`src/rtl/atr_pkg.sv`:
```
package atr_pkg;
   typedef enum logic [1:0] {
      ST_IDLE  = 2'd0,
      ST_ARMED = 2'd1,
      ST_SHIFT = 2'd2
   } atr_state_e;

   localparam int unsigned PIN_CS   = 2;
   localparam int unsigned PIN_RP   = 1;
   localparam int unsigned PIN_SCK  = 0;
   localparam int unsigned PIN_CNT  = 3;
endpackage

```
`src/rtl/atr_sync.sv`:
```
module atr_sync #(
   parameter int unsigned STAGES = 2,
   parameter int unsigned W      = 1,
   parameter logic [W-1:0] RESET_VAL = '0
) (
   input  logic         clk,
   input  logic         rst_n,
   input  logic [W-1:0] d_i,
   output logic [W-1:0] q_o
);
   if (STAGES < 2) begin : g_bad_stages
      $error("atr_sync: STAGES must be at least 2");
   end
   if (W < 1) begin : g_bad_width
      $error("atr_sync: W must be at least 1");
   end

   logic [W-1:0] chain [STAGES];

   always_ff @(posedge clk or negedge rst_n) begin
      if (!rst_n) chain[0] <= RESET_VAL;
      else        chain[0] <= d_i;
   end

   for (genvar g = 1; g < STAGES; g++) begin : g_stage
      always_ff @(posedge clk or negedge rst_n) begin
         if (!rst_n) chain[g] <= RESET_VAL;
         else        chain[g] <= chain[g-1];
      end
   end

   assign q_o = chain[STAGES-1];
endmodule

```
`src/rtl/atr_edge.sv`:
```
module atr_edge #(
   parameter int unsigned  W         = 1,
   parameter logic [W-1:0] RISE_MASK = '0,
   parameter logic [W-1:0] RESET_VAL = '0
) (
   input  logic         clk,
   input  logic         rst_n,
   input  logic [W-1:0] s_i,
   output logic [W-1:0] evt_o
);
   logic [W-1:0] prev_q;

   always_ff @(posedge clk or negedge rst_n) begin
      if (!rst_n) prev_q <= RESET_VAL;
      else        prev_q <= s_i;
   end

   for (genvar b = 0; b < W; b++) begin : g_bit
      if (RISE_MASK[b]) begin : g_rise
         assign evt_o[b] = s_i[b] & ~prev_q[b];
      end else begin : g_fall
         assign evt_o[b] = ~s_i[b] & prev_q[b];
      end
   end
endmodule

```
`src/rtl/atr_ctrl.sv`:
```
module atr_ctrl
   import atr_pkg::*;
#(
   parameter int unsigned WIDTH = 32,
   localparam int unsigned IDX_W = (WIDTH > 1) ? $clog2(WIDTH) : 1
) (
   input  logic             clk,
   input  logic             rst_n,
   input  logic             sel_n_i,
   input  logic             rp_rise_i,
   input  logic             rp_fall_i,
   input  logic             sck_fall_i,
   input  logic             busy_i,
   output logic             shifting_o,
   output logic [IDX_W-1:0] idx_o
);
   localparam logic [IDX_W-1:0] LAST_IDX = IDX_W'(WIDTH - 1);

   atr_state_e       state_q, state_d;
   logic [IDX_W-1:0] idx_q, idx_d;

   always_comb begin
      state_d = state_q;
      idx_d   = idx_q;
      unique case (state_q)
         ST_IDLE: begin
            if (rp_rise_i && !sel_n_i && !busy_i) state_d = ST_ARMED;
         end
         ST_ARMED: begin
            if (sel_n_i) begin
               state_d = ST_IDLE;
            end else if (rp_fall_i) begin
               state_d = ST_SHIFT;
               idx_d   = '0;
            end
         end
         ST_SHIFT: begin
            if (sel_n_i) begin
               state_d = ST_IDLE;
            end else if (sck_fall_i) begin
               if (idx_q == LAST_IDX) state_d = ST_IDLE;
               else                   idx_d   = idx_q + 1'b1;
            end
         end
         default: state_d = ST_IDLE;
      endcase
   end

   always_ff @(posedge clk or negedge rst_n) begin
      if (!rst_n) begin
         state_q <= ST_IDLE;
         idx_q   <= '0;
      end else begin
         state_q <= state_d;
         idx_q   <= idx_d;
      end
   end

   assign shifting_o = (state_q == ST_SHIFT);
   assign idx_o      = idx_q;

   // the response is entered only from the armed state, at bit 0
   p_enter_from_armed_r2: assert property (@(posedge clk) disable iff (!rst_n)
      $rose(shifting_o) |-> ($past(state_q) == ST_ARMED) && (idx_q == '0));

   // inside a response the bit index only steps by one
   p_idx_step_r3: assert property (@(posedge clk) disable iff (!rst_n)
      (shifting_o && $past(shifting_o) && (idx_q != $past(idx_q)))
      |-> (idx_q == $past(idx_q) + 1'b1));

   // the index never runs past the last bit
   p_idx_bound_r4: assert property (@(posedge clk) disable iff (!rst_n)
      shifting_o |-> (idx_q <= LAST_IDX));

   // a busy device never becomes armed
   p_no_arm_busy_r5: assert property (@(posedge clk) disable iff (!rst_n)
      (state_q == ST_ARMED && $past(state_q) == ST_IDLE) |-> !$past(busy_i));

   // deselection returns to idle on the next cycle
   p_abort_r6: assert property (@(posedge clk) disable iff (!rst_n)
      sel_n_i |=> (state_q == ST_IDLE));
endmodule

```
`src/rtl/atr_bitsel.sv`:
```
module atr_bitsel #(
   parameter int unsigned    WIDTH     = 32,
   parameter logic [WIDTH-1:0] PATTERN = '0,
   parameter bit             LSB_FIRST = 1'b1,
   localparam int unsigned   IDX_W     = (WIDTH > 1) ? $clog2(WIDTH) : 1
) (
   input  logic [IDX_W-1:0] idx_i,
   output logic             bit_o
);
   localparam logic [IDX_W-1:0] TOP_IDX = IDX_W'(WIDTH - 1);

   if (LSB_FIRST) begin : g_lsb
      assign bit_o = PATTERN[idx_i];
   end else begin : g_msb
      assign bit_o = PATTERN[TOP_IDX - idx_i];
   end
endmodule

```
`src/rtl/atr_serializer.sv`:
```
module atr_serializer
   import atr_pkg::*;
#(
   parameter int unsigned      WIDTH       = 32,
   parameter logic [WIDTH-1:0] PATTERN     = 32'hA5C3_1E96,
   parameter int unsigned      SYNC_STAGES = 2,
   parameter bit               LSB_FIRST   = 1'b1
) (
   input  logic clk,
   input  logic rst_n,
   input  logic cs_n_i,
   input  logic rst_pin_i,
   input  logic sclk_i,
   input  logic wr_busy_i,
   output logic sd_o,
   output logic sd_oe_o
);
   localparam int unsigned IDX_W = (WIDTH > 1) ? $clog2(WIDTH) : 1;
   localparam logic [PIN_CNT-1:0] PIN_RST_VAL = 3'b100;

   if (WIDTH < 2) begin : g_bad_width
      $error("atr_serializer: WIDTH must be at least 2");
   end
   if (SYNC_STAGES < 2) begin : g_bad_sync
      $error("atr_serializer: SYNC_STAGES must be at least 2");
   end

   logic [PIN_CNT-1:0] pins_s;
   logic [2:0]         evt;
   logic               shifting;
   logic [IDX_W-1:0]   idx;
   logic               cur_bit;

   atr_sync #(
      .STAGES    (SYNC_STAGES),
      .W         (PIN_CNT),
      .RESET_VAL (PIN_RST_VAL)
   ) u_sync (
      .clk   (clk),
      .rst_n (rst_n),
      .d_i   ({cs_n_i, rst_pin_i, sclk_i}),
      .q_o   (pins_s)
   );

   // evt[2]: reset-pin rise, evt[1]: reset-pin fall, evt[0]: serial-clock fall
   atr_edge #(
      .W         (3),
      .RISE_MASK (3'b100),
      .RESET_VAL (3'b000)
   ) u_edge (
      .clk   (clk),
      .rst_n (rst_n),
      .s_i   ({pins_s[PIN_RP], pins_s[PIN_RP], pins_s[PIN_SCK]}),
      .evt_o (evt)
   );

   atr_ctrl #(
      .WIDTH (WIDTH)
   ) u_ctrl (
      .clk        (clk),
      .rst_n      (rst_n),
      .sel_n_i    (pins_s[PIN_CS]),
      .rp_rise_i  (evt[2]),
      .rp_fall_i  (evt[1]),
      .sck_fall_i (evt[0]),
      .busy_i     (wr_busy_i),
      .shifting_o (shifting),
      .idx_o      (idx)
   );

   atr_bitsel #(
      .WIDTH     (WIDTH),
      .PATTERN   (PATTERN),
      .LSB_FIRST (LSB_FIRST)
   ) u_bitsel (
      .idx_i (idx),
      .bit_o (cur_bit)
   );

   // the raw select gates the enable so that deselection releases the pad at once
   assign sd_oe_o = shifting & ~cs_n_i;
   assign sd_o    = sd_oe_o & cur_bit;

   // a synchronised deselect keeps the pad released on the following cycle
   p_deselect_quiet_r7: assert property (@(posedge clk) disable iff (!rst_n)
      pins_s[PIN_CS] |=> !sd_oe_o);

   // the data pin is low while the pad is released
   p_idle_low_r9: assert property (@(posedge clk) disable iff (!rst_n)
      !shifting |-> !sd_o);
endmodule

```
`config.mk`:
```
export PLATFORM = sky130hd
export DESIGN_NAME = atr_serializer
export DESIGN_NICKNAME = d
export VERILOG_FILES = /design/src/rtl/atr_pkg.sv /design/src/rtl/atr_sync.sv /design/src/rtl/atr_edge.sv /design/src/rtl/atr_ctrl.sv /design/src/rtl/atr_bitsel.sv /design/src/rtl/atr_serializer.sv
export SDC_FILE = /design/constraint.sdc
export NUM_CORES = 1
export LEC_CHECK = 0
export ABC_AREA = 1
export BUFFER_PORTS_ARGS = -buffer_cell sky130_fd_sc_hd__buf_2
export CAP_MARGIN = 20
export CORE_MARGIN = 10
export CORE_UTILIZATION = 49
export DETAILED_ROUTE_END_ITERATION = 10
export GPL_TIMING_DRIVEN = 0
export PLACE_DENSITY = 0.69
export SLEW_MARGIN = 20
export SYNTH_ARGS = -nofsm -noshare
export SYNTH_HDL_FRONTEND = slang
export SYNTH_SLANG_ARGS = --single-unit
export TNS_END_PERCENT = 10
```
`constraint.sdc`:
```
create_clock -name clk -period 1.5 [get_ports clk]
set_clock_uncertainty 0.15 [all_clocks]
set_input_delay 0.15 -clock clk [delete_from_list [all_inputs] [get_ports clk]]
set_output_delay 0.15 -clock clk [all_outputs]
set_load 0.05 [all_outputs]
```
==> results_dict.tcl <==
set metrics [dict create \
    die_h_um 59.27 \
    fmax_mhz 539.3 \
    overflow 0 \
    reg2reg_depth 10 \
    synthesis.nets 105 \
    dp_hpwl_um 1023 \
    grt_max_degree 16 \
    cts_root_buf "clkbuf_4" \
    slowest_stage "dfrtp_1" \
    clockBufferDepth 2 \
    synth_compound_area_share_pct 0.6623 \
    clk_pin_slew_worst_paths_ns 0.09 \
    p_per_area_nw_per_um2 731.2 \
    detail_route.vias_per_cell 4.877 \
    status "complete, but fails checks" \
    clock-sinks 15 \
    wirelength_um 1435 \
    crit_type "reg -> out" \
    critical_path_required_ns 1.20 \
    drcViolationCount 0 \
    p_int_w 0.0005503 \
    num_antenna_cells 0 \
    layout-drive-gt1-share_pct 36.84 \
    nets 125 \
    hold_violations 0 \
    place_inst 118 \
    seq_power_share_pct 57.6 \
    ys_types 16 \
    yosys_warnings 0 \
    yosysSeqAreaShare_pct 50.00 \
    ios 8 \
    p_leak_nw 0.4947 \
    arrival_ns 1.55 \
    worstPathMaxFanout 4 \
    num_rows 14 \
    antenna_found_initial 0 \
    gr-usage-all-layers_pct 8.308 \
    area_delta_synth_final_pct 35.10 \
    synthSimpleGateAreaFrac_pct 34.60 \
    max_cap_viol_count 0 \
    grt_pass1_wl_um 2325 \
    p_sw_w 0.0001962 \
    io_buffer_count 7 \
    synth_seq_cells 15 \
    numCtsBuffers 3 \
    syn_area_um2 755.7 \
    hold_depth 6 \
    cpPeakStageDelay_ns 0.44 \
    crit_chain "inv_2 > ha_4 > o21ai_2 > nand2_1 > nand2_2 > nor2_2 > nor2_4 > buf_8" \
    dieArea_um2 3513 \
    ir_worst_vdd_mv 0.7245 \
    pwr-share-clk_pct 32.9 \
    start_util_pct 50.76 \
    synthCells 95 \
    drtPass1Iterations 4 \
    grt_setup_unrepaired "true" \
    utilization_pct 68.57 \
    synthMuxAreaShare_pct 0 \
    start_kind "flip-flop" \
    synthXorXnorAreaFrac_pct 1.159 \
    power_frac_comb_pct 9.6 \
    violations "negative setup slack" \
    min_period_ns 1.854 \
    vias 634 \
    drt_iter0_drc 6 \
    layout.cells.non_filler 130 \
    place_congestion 0.8346 \
    clk_latency_ns 0.29 \
    final_common_cell "nand2_1" \
    cts_max_level 1 \
    endpoint_kind "output port" \
    final_cell_mix "nand2_1 (28), dfrtp_1 (12), inv_1 (10), nor2_1 (8)" \
    die_w_um 59.27 \
    avgSynthCellArea_um2 7.955 \
    drtAntennaViolNets 0 \
    hold_class "in -> reg" \
    cts_tree "yes" \
    switching_share_pct 26.29 \
    grt_pass1_vias 588 \
    drv_slew 0 \
    wl_per_cell_um 11.04 \
    synthAdderAreaFrac_pct 6.623 \
    slew_headroom_pct 78.31 \
    tightest_slew_ns 0.3254 \
    fin_crit_sh_pct 123.6 \
    fp.coreArea_um2 1489 \
    setup_viol 9 \
    synth_top_family_by_area "simple AND/OR/NAND/NOR gates" \
    timing.final.ws_setup_ns -0.3542 \
]
## flip-flops by register name, summed over array words and instances, names as in the netlist
register	count
u_edge.prev_q	2
u_sync.q_o	3
u_ctrl.state_q	2
u_sync.chain	3
u_ctrl.idx_o	5
## power by group through the flow
stage                     logic [W]  clock network (W)  registers (W)
after CTS                 0.0000662           0.000255       0.000430
after global routing      0.0000804           0.000266       0.000432
after global placement    0.0000526                  0       0.000437
final                     0.0000713           0.000245       0.000430
after floorplan           0.0000331                  0       0.000436
after detailed placement  0.0000541                  0       0.000438
## layer usage
metal / vias to the layer above / global-route usage, % / wire length [um]
met2: 11 / 12.93 / 681
met3: 7 / 2.361 / 66
met4: 0 / 3.934 / 54
li1: 328 / - / -
met5: - / 0 / 0
met1: 288 / 10.20 / 633
## worst max-delay path: cells and delay by family (launching register included)
kind | cells | cell delay, ns
adder cells (fa/ha/maj) | 1 | 0.19
flip-flops | 1 | 0.44
buffers and inverters | 2 | 0.23
AND/OR/NAND/NOR | 4 | 0.26
AO/OA/AOI/OAI | 1 | 0.13
## worst paths after layout
path | start | end | slack (ns)
min in group asynchronous | rst_n | u_ctrl.state_q[1] | 0.12
hold / removal | wr_busy_i | u_ctrl.state_q[0] | 0.05
hold reg to reg | u_sync.chain[3] | u_sync.q_o[0] | 0.21
max in group asynchronous | rst_n | u_sync.chain[5] | 0.79
setup / recovery | u_ctrl.idx_o[1] | sd_o | -0.35
setup reg to reg | u_ctrl.idx_o[1] | u_ctrl.idx_o[0] | -0.33
## cell type report
type                    count  area (um2)
multi-input cells          66       417.9
flip-flops and latches     15       379.1
inverters                  14       52.55
well taps                  16       20.02
clock inverters             1       7.507
fillers                   121       467.9
clock buffers               3       22.52
repair buffers             15       121.4
## Yosys cell counts
master    instances  area [um2]
nand3_1           8       40.04
dfrtp_1          13       325.3
o21ai_0           1       5.000
nor2_1           12       45.04
ha_1              4       50.05
nor2_2            1       6.260
nand3_2           1       10.01
nand2_2           2       12.51
nand3b_1          1       7.510
inv_1            12       45.04
dfstp_2           2       52.55
xor2_1            1       8.760
nand2_1          33       123.9
inv_2             2       7.510
nor3_2            1       10.01
nand4_1           1       6.260
## metrics by stage
stage | setup WS [ns] | total power, W | instance area (um2) | hold WS, ns | setup TNS (ns)
CTS | -0.3484 | 0.0007503 | 955.9 | 0.04621 | -2.205
finish | -0.3542 | 0.0007465 | 1021 | 0.05170 | -2.089
detailed placement | -0.2344 | 0.0004924 | 843.3 | -0.08317 | -1.293
floorplan | -0.09637 | 0.0004691 | 788.3 | -0.2956 | -0.5716
global route | -0.4460 | 0.0007792 | 1021 | 0.08796 | -2.996
global placement | -0.2231 | 0.0004898 | 843.3 | -0.08812 | -1.255
## cells by family (layout without fill, tap and decap cells)
logic type | count (synthesis) | in the layout
DFF | 15 | 15
and+or+nand+nor | 60 | 60
adders and majority gates | 4 | 4
xor gates and xnor gates | 1 | 1
AOI/OAI and AO/OA | 1 | 1
buffers and inverters | 14 | 33
## what timing repair did
action / in CTS / in global routing
endpoints found under the setup margin: 8 / 9
pin swaps: 3 / 7
setup buffers: 3 / 1
endpoints found under the hold margin: 18 / 0
hold buffers: 4 / 0
resized for setup: 8 / 14
Note: power is estimated with default switching activity, not from simulation.
